**src/rtl/wht_fwd_pkg.sv**
```systemverilog
package wht_fwd_pkg;
  // Tile edge length; the transform is defined only for four.
  localparam int WHT_N = 4;
  localparam int WHT_IDX_W = $clog2(WHT_N);

  typedef enum logic [1:0] {
    ST_LOAD  = 2'd0,
    ST_CALC  = 2'd1,
    ST_DRAIN = 2'd2
  } wht_state_e;

  // Strobes from control to datapath.
  typedef struct packed {
    logic                 rowWe;
    logic [WHT_IDX_W-1:0] rowIdx;
    logic                 calcEn;
    logic [WHT_IDX_W-1:0] outIdx;
  } wht_ctl_t;
endpackage

```
**src/rtl/wht_fwd_rowbfly.sv**
```systemverilog
module wht_fwd_rowbfly #(
  parameter int DATA_W = 16,
  parameter int MID_W  = 32
) (
  input  logic [wht_fwd_pkg::WHT_N*DATA_W-1:0] rowIn,
  output logic [wht_fwd_pkg::WHT_N*MID_W-1:0]  rowT
);
  localparam int EXT_W = MID_W - DATA_W;

  // Two's-complement add or subtract, clamped to DATA_W bits.
  function automatic logic [DATA_W-1:0] satOp(input logic [DATA_W-1:0] x,
                                               input logic [DATA_W-1:0] y,
                                               input logic sub);
    logic [DATA_W:0] ex, ey, s;
    ex = {x[DATA_W-1], x};
    ey = {y[DATA_W-1], y};
    s  = sub ? (ex - ey) : (ex + ey);
    if (s[DATA_W] != s[DATA_W-1])
      satOp = s[DATA_W] ? {1'b1, {(DATA_W-1){1'b0}}} : {1'b0, {(DATA_W-1){1'b1}}};
    else
      satOp = s[DATA_W-1:0];
  endfunction

  logic [DATA_W-1:0] lane0, lane1, lane2, lane3;
  logic [DATA_W-1:0] evenSum, oddSum, evenDif, oddDif;
  logic [MID_W-1:0]  xEvenSum, xOddSum, xEvenDif, xOddDif;
  logic              dcBias;

  assign lane0 = rowIn[0*DATA_W +: DATA_W];
  assign lane1 = rowIn[1*DATA_W +: DATA_W];
  assign lane2 = rowIn[2*DATA_W +: DATA_W];
  assign lane3 = rowIn[3*DATA_W +: DATA_W];

  assign evenSum = satOp(lane0, lane2, 1'b0);
  assign oddSum  = satOp(lane1, lane3, 1'b0);
  assign evenDif = satOp(lane0, lane2, 1'b1);
  assign oddDif  = satOp(lane1, lane3, 1'b1);

  assign xEvenSum = {{EXT_W{evenSum[DATA_W-1]}}, evenSum};
  assign xOddSum  = {{EXT_W{oddSum[DATA_W-1]}},  oddSum};
  assign xEvenDif = {{EXT_W{evenDif[DATA_W-1]}}, evenDif};
  assign xOddDif  = {{EXT_W{oddDif[DATA_W-1]}},  oddDif};

  // only the DC lane carries the nonzero bias.
  assign dcBias = (evenSum != '0);

  assign rowT[0*MID_W +: MID_W] = ((xEvenSum + xOddSum) << 2) + MID_W'(dcBias);
  assign rowT[1*MID_W +: MID_W] = (xEvenDif + xOddDif) << 2;
  assign rowT[2*MID_W +: MID_W] = (xEvenDif - xOddDif) << 2;
  assign rowT[3*MID_W +: MID_W] = (xEvenSum - xOddSum) << 2;
endmodule

```
**src/rtl/wht_fwd_col.sv**
```systemverilog
module wht_fwd_col #(
  parameter int DATA_W = 16,
  parameter int MID_W  = 32
) (
  input  logic [wht_fwd_pkg::WHT_N*MID_W-1:0]  colIn,
  output logic [wht_fwd_pkg::WHT_N*DATA_W-1:0] colOut
);
  localparam int N = wht_fwd_pkg::WHT_N;

  logic [MID_W-1:0] pTop, qTop, rBot, sBot;
  logic [MID_W-1:0] sumPR, difPR, sumQS, difQS;
  logic [MID_W-1:0] fin [N];

  assign pTop = colIn[0*MID_W +: MID_W];
  assign qTop = colIn[1*MID_W +: MID_W];
  assign rBot = colIn[2*MID_W +: MID_W];
  assign sBot = colIn[3*MID_W +: MID_W];

  assign sumPR = pTop + rBot;
  assign difPR = pTop - rBot;
  assign sumQS = qTop + sBot;
  assign difQS = qTop - sBot;

  // output row order of one column.
  assign fin[0] = sumPR + sumQS;
  assign fin[1] = difPR + difQS;
  assign fin[2] = difPR - difQS;
  assign fin[3] = sumPR - sumQS;

  for (genvar g = 0; g < N; g++) begin : g_round
    logic [MID_W-1:0]        biased;
    logic [2:0]              unusedLo;
    logic [MID_W-DATA_W-4:0] unusedHi;
    logic [DATA_W-1:0]       yTrunc;
    // negative bump, +3, arithmetic shift by 3; R6: keep low bits.
    assign biased = fin[g] + {{(MID_W-1){1'b0}}, fin[g][MID_W-1]} + MID_W'(3);
    assign {unusedHi, yTrunc, unusedLo} = biased;
    assign colOut[g*DATA_W +: DATA_W] = yTrunc;
  end
endmodule

```
**src/rtl/wht_fwd_ctrl.sv**
```systemverilog
module wht_fwd_ctrl
  import wht_fwd_pkg::*;
(
  input  logic     clk,
  input  logic     rst,
  input  logic     inValid,
  input  logic     outReady,
  output logic     inReady,
  output logic     outValid,
  output logic     outLast,
  output wht_ctl_t ctl
);
  localparam logic [WHT_IDX_W-1:0] LAST_IDX = WHT_IDX_W'(WHT_N - 1);

  wht_state_e           state;
  logic [WHT_IDX_W-1:0] rowCnt;
  logic [WHT_IDX_W-1:0] outCnt;
  logic                 take;

  assign inReady  = (state == ST_LOAD);
  assign outValid = (state == ST_DRAIN);
  assign outLast  = outValid && (outCnt == LAST_IDX);
  assign take     = inValid && inReady;

  always_comb begin
    ctl        = '0;
    ctl.rowWe  = take;
    ctl.rowIdx = rowCnt;
    ctl.calcEn = (state == ST_CALC);
    ctl.outIdx = outCnt;
  end

  always_ff @(posedge clk) begin
    if (rst) begin
      state  <= ST_LOAD;
      rowCnt <= '0;
      outCnt <= '0;
    end else begin
      unique case (state)
        ST_LOAD: if (take) begin
          rowCnt <= rowCnt + 1'b1;
          if (rowCnt == LAST_IDX) state <= ST_CALC;
        end
        ST_CALC: begin
          outCnt <= '0;
          state  <= ST_DRAIN;
        end
        ST_DRAIN: if (outReady) begin
          outCnt <= outCnt + 1'b1;
          if (outCnt == LAST_IDX) state <= ST_LOAD;
        end
        default: state <= ST_LOAD;
      endcase
    end
  end
endmodule

```
**src/rtl/wht_fwd_dpath.sv**
```systemverilog
module wht_fwd_dpath
  import wht_fwd_pkg::*;
#(
  parameter int DATA_W = 16,
  parameter int MID_W  = 32
) (
  input  logic                    clk,
  input  logic                    rst,
  input  wht_ctl_t                ctl,
  input  logic [WHT_N*DATA_W-1:0] inRow,
  output logic [WHT_N*DATA_W-1:0] outRow
);
  logic [WHT_N*MID_W-1:0]  rowT;
  logic [MID_W-1:0]        tMem   [WHT_N][WHT_N];
  logic [WHT_N*DATA_W-1:0] colY   [WHT_N];
  logic [WHT_N*DATA_W-1:0] resRow [WHT_N];

  wht_fwd_rowbfly #(.DATA_W(DATA_W), .MID_W(MID_W)) u_row (
    .rowIn (inRow),
    .rowT  (rowT)
  );

  always_ff @(posedge clk) begin
    if (rst) begin
      for (int r = 0; r < WHT_N; r++)
        for (int j = 0; j < WHT_N; j++) tMem[r][j] <= '0;
    end else if (ctl.rowWe) begin
      for (int j = 0; j < WHT_N; j++) tMem[ctl.rowIdx][j] <= rowT[j*MID_W +: MID_W];
    end
  end

  for (genvar k = 0; k < WHT_N; k++) begin : g_col
    logic [WHT_N*MID_W-1:0] colIn;
    for (genvar r = 0; r < WHT_N; r++) begin : g_gather
      assign colIn[r*MID_W +: MID_W] = tMem[r][k];
    end
    wht_fwd_col #(.DATA_W(DATA_W), .MID_W(MID_W)) u_col (
      .colIn  (colIn),
      .colOut (colY[k])
    );
  end

  always_ff @(posedge clk) begin
    if (rst) begin
      for (int r = 0; r < WHT_N; r++) resRow[r] <= '0;
    end else if (ctl.calcEn) begin
      for (int r = 0; r < WHT_N; r++)
        for (int k = 0; k < WHT_N; k++)
          resRow[r][k*DATA_W +: DATA_W] <= colY[k][r*DATA_W +: DATA_W];
    end
  end

  assign outRow = resRow[ctl.outIdx];
endmodule

```
**src/rtl/wht_fwd4.sv**
```systemverilog
module wht_fwd4 #(
  parameter int DATA_W = 16,
  parameter int MID_W  = 32
) (
  input  logic                  clk,
  input  logic                  rst,
  input  logic                  inValid,
  output logic                  inReady,
  input  logic [4*DATA_W-1:0]   inRow,
  output logic                  outValid,
  input  logic                  outReady,
  output logic [4*DATA_W-1:0]   outRow,
  output logic                  outLast
);
  wht_fwd_pkg::wht_ctl_t ctl;

  wht_fwd_ctrl u_ctrl (
    .clk      (clk),
    .rst      (rst),
    .inValid  (inValid),
    .outReady (outReady),
    .inReady  (inReady),
    .outValid (outValid),
    .outLast  (outLast),
    .ctl      (ctl)
  );

  wht_fwd_dpath #(.DATA_W(DATA_W), .MID_W(MID_W)) u_dpath (
    .clk    (clk),
    .rst    (rst),
    .ctl    (ctl),
    .inRow  (inRow),
    .outRow (outRow)
  );
endmodule

```
**config.mk**
```make
export PLATFORM = sky130hd
export DESIGN_NAME = wht_fwd4
export DESIGN_NICKNAME = d
export VERILOG_FILES = /design/src/rtl/wht_fwd_pkg.sv /design/src/rtl/wht_fwd_rowbfly.sv /design/src/rtl/wht_fwd_col.sv /design/src/rtl/wht_fwd_ctrl.sv /design/src/rtl/wht_fwd_dpath.sv /design/src/rtl/wht_fwd4.sv
export SDC_FILE = /design/constraint.sdc
export NUM_CORES = 2
export LEC_CHECK = 0
export ABC_AREA = 1
export BUFFER_PORTS_ARGS = -buffer_cell sky130_fd_sc_hd__clkbuf_2
export CORE_ASPECT_RATIO = 1.25
export CORE_UTILIZATION = 50
export CTS_BUF_LIST = sky130_fd_sc_hd__clkbuf_16
export DETAILED_ROUTE_END_ITERATION = 10
export HOLD_SLACK_MARGIN = 0.08
export PLACE_DENSITY = 0.66
export SETUP_SLACK_MARGIN = 0.3
export SLEW_MARGIN = 20
export SYNTH_ARGS = -nofsm -noshare
export SYNTH_HDL_FRONTEND = slang
export SYNTH_SLANG_ARGS = --single-unit
export TNS_END_PERCENT = 5
```
**constraint.sdc**
```tcl
create_clock -name clk -period 9.2 [get_ports clk]
set_input_delay 1.38 -clock clk [delete_from_list [all_inputs] [get_ports clk]]
set_output_delay 1.38 -clock clk [all_outputs]
set_load 0.005 [all_outputs]
```
==> impl_metrics.env <==
export IMPL_status="complete, no violations"
export IMPL_cts_sinks=532
export IMPL_clkTransAtPathRegs_ns=0.06
export IMPL_slowest_delay_ns=0.54
export IMPL_synth_edf_count=524
export IMPL_synth_seq_cells=532
export IMPL_layoutNonFillerInstCount=11800
export IMPL_post_dp_hpwl_um=188000
export IMPL_synth_area_top_cells="edfxtp_1 (23%), ha_1 (16%), nand2_1 (12%), inv_1 (7.8%), nor2_1 (6.9%)"
export IMPL_critical_path_class="input pin to flop"
export IMPL_cts_setup_buffers=0
export IMPL_core_area_mm2=0.136
export IMPL_fin_skew_ns=0.0343
export IMPL_drive_gt1_share_pct=6.40
export IMPL_drt_iter0_markers=4829
export IMPL_pin_count=135
export IMPL_setup_slack_ns=3.22
export IMPL_clock_latency_ns=0.72
export IMPL_end_kind="flop"
export IMPL_hold_slack_ns=0.476
export IMPL_yosysTopAreaCell="edfxtp_1"
export IMPL_period_needed_ns=5.98
export IMPL_dp_slack_ns=2.52
export IMPL_multi_input_area_mm2=0.0456
export IMPL_fillCellCount=13800
export IMPL_finalNetCount=11000
export IMPL_setup_viol=0
export IMPL_area_growth_syn_to_layout_pct=4.80
export IMPL_max_slew_margin_pct=24.4
export IMPL_setup_tns_ns=0
export IMPL_final_common_cell="nand2_1"
export IMPL_min_path_type="flop to flop"
export IMPL_yosysTopAreaCellShare_pct=22.9
export IMPL_cellLeakagePower_nw=36.7
export IMPL_placed_area_mm2=0.0703
export IMPL_grt_ovfl_total=0
export IMPL_clk_path_buf_depth=3
export IMPL_powerDensity_mw_per_mm2=326
export IMPL_drc=0
export IMPL_grt_pass1_vias=62500
export IMPL_grt_util_all_layers_pct=32.0
export IMPL_rows=151
export IMPL_cts_hold_buffers=0
export IMPL_ys_seq_area_share_pct=23.1
export IMPL_vias=65400
export IMPL_gp_congestion=0.994
export IMPL_cts_tree="built"
export IMPL_drv_cap=0
export IMPL_async_flop_share_pct=0
export IMPL_ff2ff_setup_slack_ns=3.24
export IMPL_viasPerCell=5.54
export IMPL_vdd_ir_drop_max_mv=0.191
export IMPL_clk_root_buffer_cell="clkbuf_16"
export IMPL_cp_slowest_cell="nor2_2"
export IMPL_worstPathRequired_ns=9.62
export IMPL_drt_total_wl_um=228000
export IMPL_drv_slew=0
export IMPL_avgRoutedWirePerCell_um=19.4
export IMPL_final_cell_mix="nand2_1 (2151), inv_1 (1436), nor2_1 (1255)"
export IMPL_ff_latch_area_mm2=0.0159
export IMPL_placedCellCount=11700
export IMPL_drtPass1Iterations=9
export IMPL_critPathLaunchType="input pin"
export IMPL_ys_flop_type="edfxtp_1"
export IMPL_h_tree_depth=2
export IMPL_start_util_pct=50.6
export IMPL_max_freq_mhz=167
export IMPL_yosys_warnings=0
export IMPL_arrival_ns=6.39
export IMPL_io_buffers=134
export IMPL_final_area_mm2=0.0721
export IMPL_tightest_slew_ns=1.12
export IMPL_die_w_um=334
export IMPL_synth_avg_cell_area_um2=6.83
export IMPL_die_height_um=417
export IMPL_hold_violations=0
export IMPL_cts_resized_gates=0
export IMPL_numCtsBuffers=57
export IMPL_rsz0062_at_grt="false"
export IMPL_antenna_found_initial=2
export IMPL_syn_inst=10100
export IMPL_grt_max_degree=129
export IMPL_post_route_period_util_pct=65.0
export IMPL_grt_pass1_wl_um=351000
export IMPL_cpMostUsedCell="nand2_1"
export IMPL_crit_fanout=11
export IMPL_syn_nets=11100
export IMPL_synth_area_mm2=0.0688
export IMPL_yosysUniqueCellTypes=78
export IMPL_final_antenna_net_count=0
export IMPL_die_area_mm2=0.139
==> cell families (layout without fill, tap and decap cells) <==
logic type               Yosys count  count (layout)  synth area share, %
AND/OR/NAND/NOR                 4536            4536                 28.3
buffers and inverters           1825            1793                 10.7
AO/OA/AOI/OAI                   1748            1748                 14.0
adder cells (fa/ha/maj)          917             917                 17.1
flip-flops                       532             532                 23.1
XOR/XNOR                         517             517                 6.71
other                              0               1                    0
==> sequential cells by signal, indices dropped and copies added (netlist names), named ones only <==
register        cells
u_ctrl.outCnt       2
u_dpath.tMem      268
u_ctrl.state        2
u_ctrl.rowCnt       2
u_dpath.resRow    256
==> critical path, delay by kind of cell <==
family / cells / cell delay, ns
buffers and inverters: 4 / 0.36
XOR/XNOR: 2 / 0.76
adder cells (fa/ha/maj): 3 / 1.03
AND/OR/NAND/NOR: 9 / 1.35
AO/OA/AOI/OAI: 7 / 1.49
==> power breakdown <==
part / total, mW / leakage (nW) / switching, mW / internal, mW
combinational: 18.2 / 30.3 / 13.0 / 5.17
sequential: 3.00 / 5.50 / 0.119 / 2.88
clock: 2.27 / 0.902 / 1.10 / 1.17
==> metrics by stage <==
| stage | util, % | power, mW |
|---|---|---|
| after floorplan | - | 16.2 |
| after global placement | 51.7 | 20.7 |
| after detailed placement | 51.7 | 20.9 |
| after CTS | 53.0 | 23.2 |
| after global routing | 53.0 | 25.6 |
| final | 53.0 | 23.5 |
==> Yosys cell counts (53+ instances only) <==
cell and count:
a21oi_1 896, edfxtp_1 524, xor2_1 487, buf_4 53, o22ai_1 64, ha_1 877, nand4_1 147, nand2_1 2160
clkbuf_1 112, nor3_1 115, inv_2 100, inv_1 1425, nand2_2 89, buf_2 93, nand3_1 558, o21ai_0 453
nor2_1 1256
==> final timing paths <==
kind | from | to | cells past startpoint
worst max register to register | u_dpath.tMem[2][60] | u_dpath.resRow[2][36] | 26
worst min-delay path | u_ctrl.outCnt[0] | flop | 1
worst min register to register | u_ctrl.outCnt[0] | flop | 1
worst max-delay path | inRow[50] | u_dpath.tMem[0][106] | 25
==> metal layers <==
metal | share of wire [%] | GRT usage (%)
met4 | 5.0 | 14.2
met3 | 4.7 | 3.15
met5 | 0.0057 | 0
met2 | 49 | 57.8
met1 | 41 | 38.2
==> final cells by class <==
class | instances | area share (%)
tap | 1759 | 3.05
clock buffer | 57 | 1.98
timing repair buffer | 156 | 1.20
clock inverter | 48 | 0.486
inverter | 1532 | 8.00
multi-input combinational | 7718 | 63.2
antenna | 1 | 0.00347
sequential | 532 | 22.1
No activity file was read; power rests on OpenSTA's default activity.
